===== src/rtl/mix4_pkg.sv =====
package mix4_pkg;
  localparam int VOL_W     = 5;
  localparam int VOL_TOP   = 28;
  localparam int GAIN_FRAC = 8;
  localparam int GAIN_W    = GAIN_FRAC + 1;

  // Gain in Q.8 from a volume code; codes above the top step saturate.
  function automatic logic [GAIN_W-1:0] vol_gain(input logic [VOL_W-1:0] code);
    logic [VOL_W-1:0] c;
    logic [12:0]      num;
    logic [12:0]      q;
    c   = (code > VOL_W'(VOL_TOP)) ? VOL_W'(VOL_TOP) : code;
    num = ({8'd0, c} << GAIN_FRAC) + 13'(VOL_TOP / 2);
    q   = num / 13'(VOL_TOP);
    return q[GAIN_W-1:0];
  endfunction
endpackage


===== src/rtl/mix4_volregs.sv =====
module mix4_volregs
  import mix4_pkg::*;
#(
  parameter int NCH = 4,
  localparam int CHW = (NCH > 1) ? $clog2(NCH) : 1
) (
  input  logic                          clk,
  input  logic                          rst_n,
  input  logic                          sel_we,
  input  logic [CHW-1:0]                sel_ch,
  input  logic                          sel_side,
  input  logic                          val_we,
  input  logic [VOL_W-1:0]              val_code,
  output logic [NCH-1:0][GAIN_W-1:0]    gain_l,
  output logic [NCH-1:0][GAIN_W-1:0]    gain_r
);
  logic [CHW-1:0]             tgt_ch_q, tgt_ch_d;
  logic                       tgt_side_q, tgt_side_d;
  logic [NCH-1:0][VOL_W-1:0]  code_l_q, code_l_d;
  logic [NCH-1:0][VOL_W-1:0]  code_r_q, code_r_d;

  always_comb begin
    tgt_ch_d   = tgt_ch_q;
    tgt_side_d = tgt_side_q;
    code_l_d   = code_l_q;
    code_r_d   = code_r_q;
    if (sel_we) begin
      tgt_ch_d   = sel_ch;
      tgt_side_d = sel_side;
    end
    if (val_we) begin
      if (tgt_side_q) code_r_d[tgt_ch_q] = val_code;
      else            code_l_d[tgt_ch_q] = val_code;
    end
  end

  always_ff @(posedge clk or negedge rst_n) begin
    if (!rst_n) begin
      tgt_ch_q   <= '0;
      tgt_side_q <= 1'b0;
      code_l_q   <= '0;
      code_r_q   <= '0;
    end else begin
      if (sel_we) begin
        tgt_ch_q   <= tgt_ch_d;
        tgt_side_q <= tgt_side_d;
      end
      if (val_we) begin
        code_l_q <= code_l_d;
        code_r_q <= code_r_d;
      end
    end
  end

  for (genvar g = 0; g < NCH; g++) begin : g_gain
    assign gain_l[g] = vol_gain(code_l_q[g]);
    assign gain_r[g] = vol_gain(code_r_q[g]);
  end
endmodule


===== src/rtl/mix4_scale.sv =====
module mix4_scale
  import mix4_pkg::*;
#(
  parameter int SW = 16,
  parameter int OW = 14,
  localparam int PW    = SW + GAIN_W + 1,
  localparam int SHIFT = GAIN_FRAC + SW - OW
) (
  input  logic signed [SW-1:0] sample,
  input  logic                 run,
  input  logic [GAIN_W-1:0]    gain_l,
  input  logic [GAIN_W-1:0]    gain_r,
  output logic [OW-1:0]        part_l,
  output logic [OW-1:0]        part_r
);
  logic signed [PW-1:0] prod_l, prod_r;
  logic signed [PW-1:0] sh_l, sh_r;

  always_comb begin
    prod_l = sample * $signed({1'b0, gain_l});
    prod_r = sample * $signed({1'b0, gain_r});
    sh_l   = prod_l >>> SHIFT;
    sh_r   = prod_r >>> SHIFT;
    part_l = run ? sh_l[OW-1:0] : '0;
    part_r = run ? sh_r[OW-1:0] : '0;
  end
endmodule


===== src/rtl/mix4_sum.sv =====
module mix4_sum #(
  parameter int NCH = 4,
  parameter int OW  = 14,
  localparam int AW = OW + $clog2(NCH) + 1
) (
  input  logic [NCH-1:0][OW-1:0] parts,
  output logic [OW-1:0]          sum_sat,
  output logic                   clipped
);
  localparam logic signed [AW-1:0] HI = AW'((1 << (OW - 1)) - 1);
  localparam logic signed [AW-1:0] LO = ~HI;

  logic signed [AW-1:0] acc;

  always_comb begin
    acc = '0;
    for (int i = 0; i < NCH; i++) begin
      acc = acc + $signed({{(AW-OW){parts[i][OW-1]}}, parts[i]});
    end
    clipped = 1'b1;
    if (acc > HI)      sum_sat = HI[OW-1:0];
    else if (acc < LO) sum_sat = LO[OW-1:0];
    else begin
      sum_sat = acc[OW-1:0];
      clipped = 1'b0;
    end
  end
endmodule


===== src/rtl/stereo_mix4.sv =====
module stereo_mix4
  import mix4_pkg::*;
#(
  parameter int NCH = 4,
  parameter int SW  = 16,
  parameter int OW  = 14,
  localparam int CHW = (NCH > 1) ? $clog2(NCH) : 1
) (
  input  logic                clk,
  input  logic                rst_n,
  input  logic                smp_stb,
  input  logic [NCH*SW-1:0]   smp_in,
  input  logic [NCH-1:0]      ch_run,
  input  logic                vol_sel_we,
  input  logic [CHW-1:0]      vol_ch,
  input  logic                vol_side,
  input  logic                vol_val_we,
  input  logic [VOL_W-1:0]    vol_code,
  input  logic                clr_clip,
  output logic [OW-1:0]       mix_l,
  output logic [OW-1:0]       mix_r,
  output logic                out_vld,
  output logic                clip_now,
  output logic                clip_sticky
);
  logic [NCH-1:0][GAIN_W-1:0] gain_l, gain_r;
  logic [NCH-1:0][OW-1:0]     part_l, part_r;
  logic [OW-1:0]              sat_l, sat_r;
  logic                       clip_l, clip_r;

  logic [OW-1:0] mix_l_d, mix_r_d;
  logic          clip_now_d, sticky_d;

  mix4_volregs #(.NCH(NCH)) u_vol (
    .clk      (clk),
    .rst_n    (rst_n),
    .sel_we   (vol_sel_we),
    .sel_ch   (vol_ch),
    .sel_side (vol_side),
    .val_we   (vol_val_we),
    .val_code (vol_code),
    .gain_l   (gain_l),
    .gain_r   (gain_r)
  );

  for (genvar g = 0; g < NCH; g++) begin : g_ch
    mix4_scale #(.SW(SW), .OW(OW)) u_scale (
      .sample (smp_in[g*SW +: SW]),
      .run    (ch_run[g]),
      .gain_l (gain_l[g]),
      .gain_r (gain_r[g]),
      .part_l (part_l[g]),
      .part_r (part_r[g])
    );
  end

  mix4_sum #(.NCH(NCH), .OW(OW)) u_sum_l (
    .parts (part_l), .sum_sat (sat_l), .clipped (clip_l)
  );
  mix4_sum #(.NCH(NCH), .OW(OW)) u_sum_r (
    .parts (part_r), .sum_sat (sat_r), .clipped (clip_r)
  );

  always_comb begin
    mix_l_d    = smp_stb ? sat_l : mix_l;
    mix_r_d    = smp_stb ? sat_r : mix_r;
    clip_now_d = smp_stb ? (clip_l | clip_r) : clip_now;
    sticky_d   = (smp_stb & (clip_l | clip_r)) | (clip_sticky & ~clr_clip);
  end

  always_ff @(posedge clk or negedge rst_n) begin
    if (!rst_n) begin
      mix_l       <= '0;
      mix_r       <= '0;
      clip_now    <= 1'b0;
      out_vld     <= 1'b0;
      clip_sticky <= 1'b0;
    end else begin
      out_vld     <= smp_stb;
      clip_sticky <= sticky_d;
      if (smp_stb) begin
        mix_l    <= mix_l_d;
        mix_r    <= mix_r_d;
        clip_now <= clip_now_d;
      end
    end
  end
endmodule


===== config.mk =====
export PLATFORM = sky130hd
export DESIGN_NAME = stereo_mix4
export DESIGN_NICKNAME = d
export VERILOG_FILES = /design/src/rtl/mix4_pkg.sv /design/src/rtl/mix4_volregs.sv /design/src/rtl/mix4_scale.sv /design/src/rtl/mix4_sum.sv /design/src/rtl/stereo_mix4.sv
export SDC_FILE = /design/constraint.sdc
export NUM_CORES = 2
export LEC_CHECK = 0
export BUFFER_PORTS_ARGS = -buffer_cell sky130_fd_sc_hd__buf_2
export CORE_MARGIN = 3
export CORE_UTILIZATION = 43
export CTS_CLUSTER_DIAMETER = 30
export DETAILED_ROUTE_END_ITERATION = 7
export SYNTH_ARGS = -nofsm -noshare
export SYNTH_HDL_FRONTEND = slang
export SYNTH_HIERARCHICAL = 1
export SYNTH_SLANG_ARGS = --single-unit

===== constraint.sdc =====
create_clock -name clk -period 16.6 [get_ports clk]
set_clock_uncertainty 0.1 [all_clocks]
set_input_delay 0.83 -clock clk [delete_from_list [all_inputs] [get_ports clk]]
set_output_delay 0.83 -clock clk [all_outputs]
set_load 0.1 [all_outputs]

==> metrics.txt <==
Post-synth top cells inv_1 (1256), fa_1 (970), nand2_1 (747), and2_1 (599), ha_1 (480); min-delay worst type input pin to async pin; Slew Limit Fails 0; RSZ-0062 raised after global routing false; Starting Density 43.55%; Post-synth EDFFs 0; die height 352.8 um; Reg clk slew, reported paths 0.08 ns; Worst R2R Path Depth 60; GP Congestion 0.8723; Mean Syn Cell Area 8.453 sq um; top cell type's share of synthesized area 37.56%; wire length on met2 62180 um; crit path time final 15.52 ns; fillers 11740; part of the cycle the worst path needs 93.49%; row cnt 126; CTS root buffer clkbuf_16; top post-synthesis cells by area fa_1 (38%), ha_1 (12%), inv_1 (9.1%); DR vias 40070; CP Class flop to flop; cell taking the most area after synthesis fa_1; #FFs+latches synth 74; Top Metal Used met5; GRT Overall Usage 21.55%; routed len/inst 17.24 um; final HPWL from detailed placement 106200 um; yosys warns 6; wl on met1 61230 um; max-cap viol count 0; drt first pass iters 5; cts hold-fix bufs 0; layout cells sized above 1 5.909%; worst-margin pin slew 1.090 ns; Worst EP required 16.74 ns; CTS tree built; Total Wirelength 131600 um; main flop type after synthesis dfrtp_1; # IOs 113; clock sink count 74; Area Growth Syn to Fin 4.259%; Crit path top cell by count inv_1; Max Fclk 64.43 MHz; WL met3 6197 um; first-pass GRT wire length 218500 um; largest net degree at the start of global routing 55; Syn Std Cell Area 51700 sq um; Seq/Total Area, Yosys 3.581%; Slowest-stage cell, CP inv_1; initial DRC count 2422; initial antenna violation count 11; critical path's largest stage delay 0.64 ns; drt drc 0; H-Tree Depth 3; die width 352.8 um; worst rel slew slack 26.91%; antenna viol nets, final 0; core area 118700 sq um; die area 124400 sq um; Synth cell types 119; vias in the first global route 40970; Critical Path Fanout Max 19; Vias/cell 5.252; Num CTS Buffers 9; final setup vio count 0; Final Hold Viols 0; Mapped Cells 6117; top-count cell post-synth inv_1; setup TNS 0 ns; CTS Buffer Depth 2; WP data arrival 15.66 ns; PortBufs 112; latest clock arrival within the worst-skew pair 0.40 ns; crit end category flop; Async S/R FF share, synth 100.0%; outcome finished, final reports clean; Overflow after GRT 0; post-layout net count 7552; startpoint types flop
-- cell families after synthesis --
group | after synthesis | share of synthesized area [%]
and+or+nand+nor | 1988 | 19.55
buffers and inverters | 1534 | 11.40
adders and majority gates | 1453 | 49.23
AOI/OAI and AO/OA | 751 | 10.24
xor gates and xnor gates | 224 | 3.794
muxes | 92 | 2.202
DFF | 74 | 3.581
other | 1 | 0.007253
-- what timing repair did --
action                     CTS  global route
resized for setup            0             8
hold endpoints to repair     0             0
buffers inserted             0             4
setup endpoints to repair    0            25
-- worst paths after layout --
kind                                                      from                            end  slack [ns]
max in group asynchronous                                rst_n           mix_l[6]$_DFFE_PN0P_       15.04
worst min-delay path                                     rst_n  u_vol/code_r_q[0]$_DFFE_PN0P_        0.23
worst max-delay path            u_vol/code_r_q[14]$_DFFE_PN0P_           clip_now$_DFFE_PN0P_        1.08
worst min register to register           mix_l[11]$_DFFE_PN0P_          mix_l[11]$_DFFE_PN0P_        0.41
worst max register to register  u_vol/code_r_q[14]$_DFFE_PN0P_           clip_now$_DFFE_PN0P_        1.08
min in group clk                         mix_l[11]$_DFFE_PN0P_          mix_l[11]$_DFFE_PN0P_        0.41
-- cell type report --
class,instances,area [sq um],area share [%]
multi-input combinational,4516,44060,81.73
inverter,1267,4762,8.834
tap,1600,2002,3.714
sequential,74,1852,3.435
timing repair buffer,152,863.3,1.602
clock buffer,10,239.0,0.4433
clock inverter,6,121.4,0.2251
antenna,4,10.01,0.01857
-- critical path: cells and delay by family, from the launching register on --
family	cells	cell delay, ns
multiplexers	1	0.13
buffers and inverters	15	2.14
AO/OA/AOI/OAI	12	3.55
flip-flops	1	0.57
AND/OR/NAND/NOR	15	2.81
XOR/XNOR	3	0.69
adder cells (fa/ha/maj)	14	5.32
-- per-stage QoR --
| stage | cells | setup slack (ns) | hold slack [ns] | utilization, % | instance area, sq um |
|---|---|---|---|---|---|
| 2_1_floorplan | 6124 | 3.225 | 0.4344 | - | 51730 |
| 3_3_place_gp | 7605 | 0.7445 | 0.3976 | 45.05 | 53480 |
| 3_5_place_dp | 7605 | 0.6664 | 0.4001 | 45.05 | 53480 |
| 4_1_cts | 7621 | 0.5834 | 0.2136 | 45.35 | 53840 |
| 5_1_grt | 7627 | 0.01177 | 0.2376 | 45.41 | 53900 |
| 6_report | 7629 | 1.080 | 0.2349 | 45.41 | 53910 |
-- per-layer routing --
layer,GRT usage (%),up-vias
met5,0,-
met4,3.649,6
met3,2.412,102
met2,35.85,820
met1,30.68,20270
li1,-,18870
-- sequential cells by signal, summed over array words and instances (netlist names) --
signal            cells
u_vol/tgt_side_q      1
mix_r                14
mix_l                14
u_vol/code_r_q       20
u_vol/tgt_ch_q        2
clip_sticky           1
clip_now              1
u_vol/code_l_q       20
out_vld               1
-- layout by cell type (no fill, tap or decap), types with 12 or more instances in the layout --
master / synthesis / layout
nor3_1: 71 / 70
xor2_1: 66 / 66
nand2_1: 747 / 747
a311oi_1: 13 / 12
mux2_4: 30 / 30
nand2b_1: 29 / 29
and2_1: 599 / 599
mux2i_1: 17 / 17
xnor2_1: 158 / 155
o21ai_0: 130 / 129
dfrtp_1: 74 / 74
buf_2: 25 / 111
nand3b_1: 32 / 32
nor2b_1: 42 / 42
or2_2: 13 / 13
a211oi_1: 23 / 23
fa_1: 970 / 970
buf_4: 5 / 41
o21bai_1: 13 / 13
o22ai_1: 13 / 13
and3_1: 39 / 37
o21a_1: 29 / 29
o21ai_1: 11 / 12
a31oi_1: 24 / 22
o211ai_1: 18 / 18
a211o_1: 14 / 14
nor2_1: 212 / 212
or3_1: 19 / 19
nand3_1: 65 / 65
ha_1: 480 / 479
inv_1: 1256 / 1255
a21o_1: 64 / 64
mux2_2: 44 / 44
nand4_1: 40 / 40
a21oi_1: 204 / 204
Power is left out: the tool's default activity adds up to more than one toggle a clock period on the data nets, which glitch-free logic cannot reach.
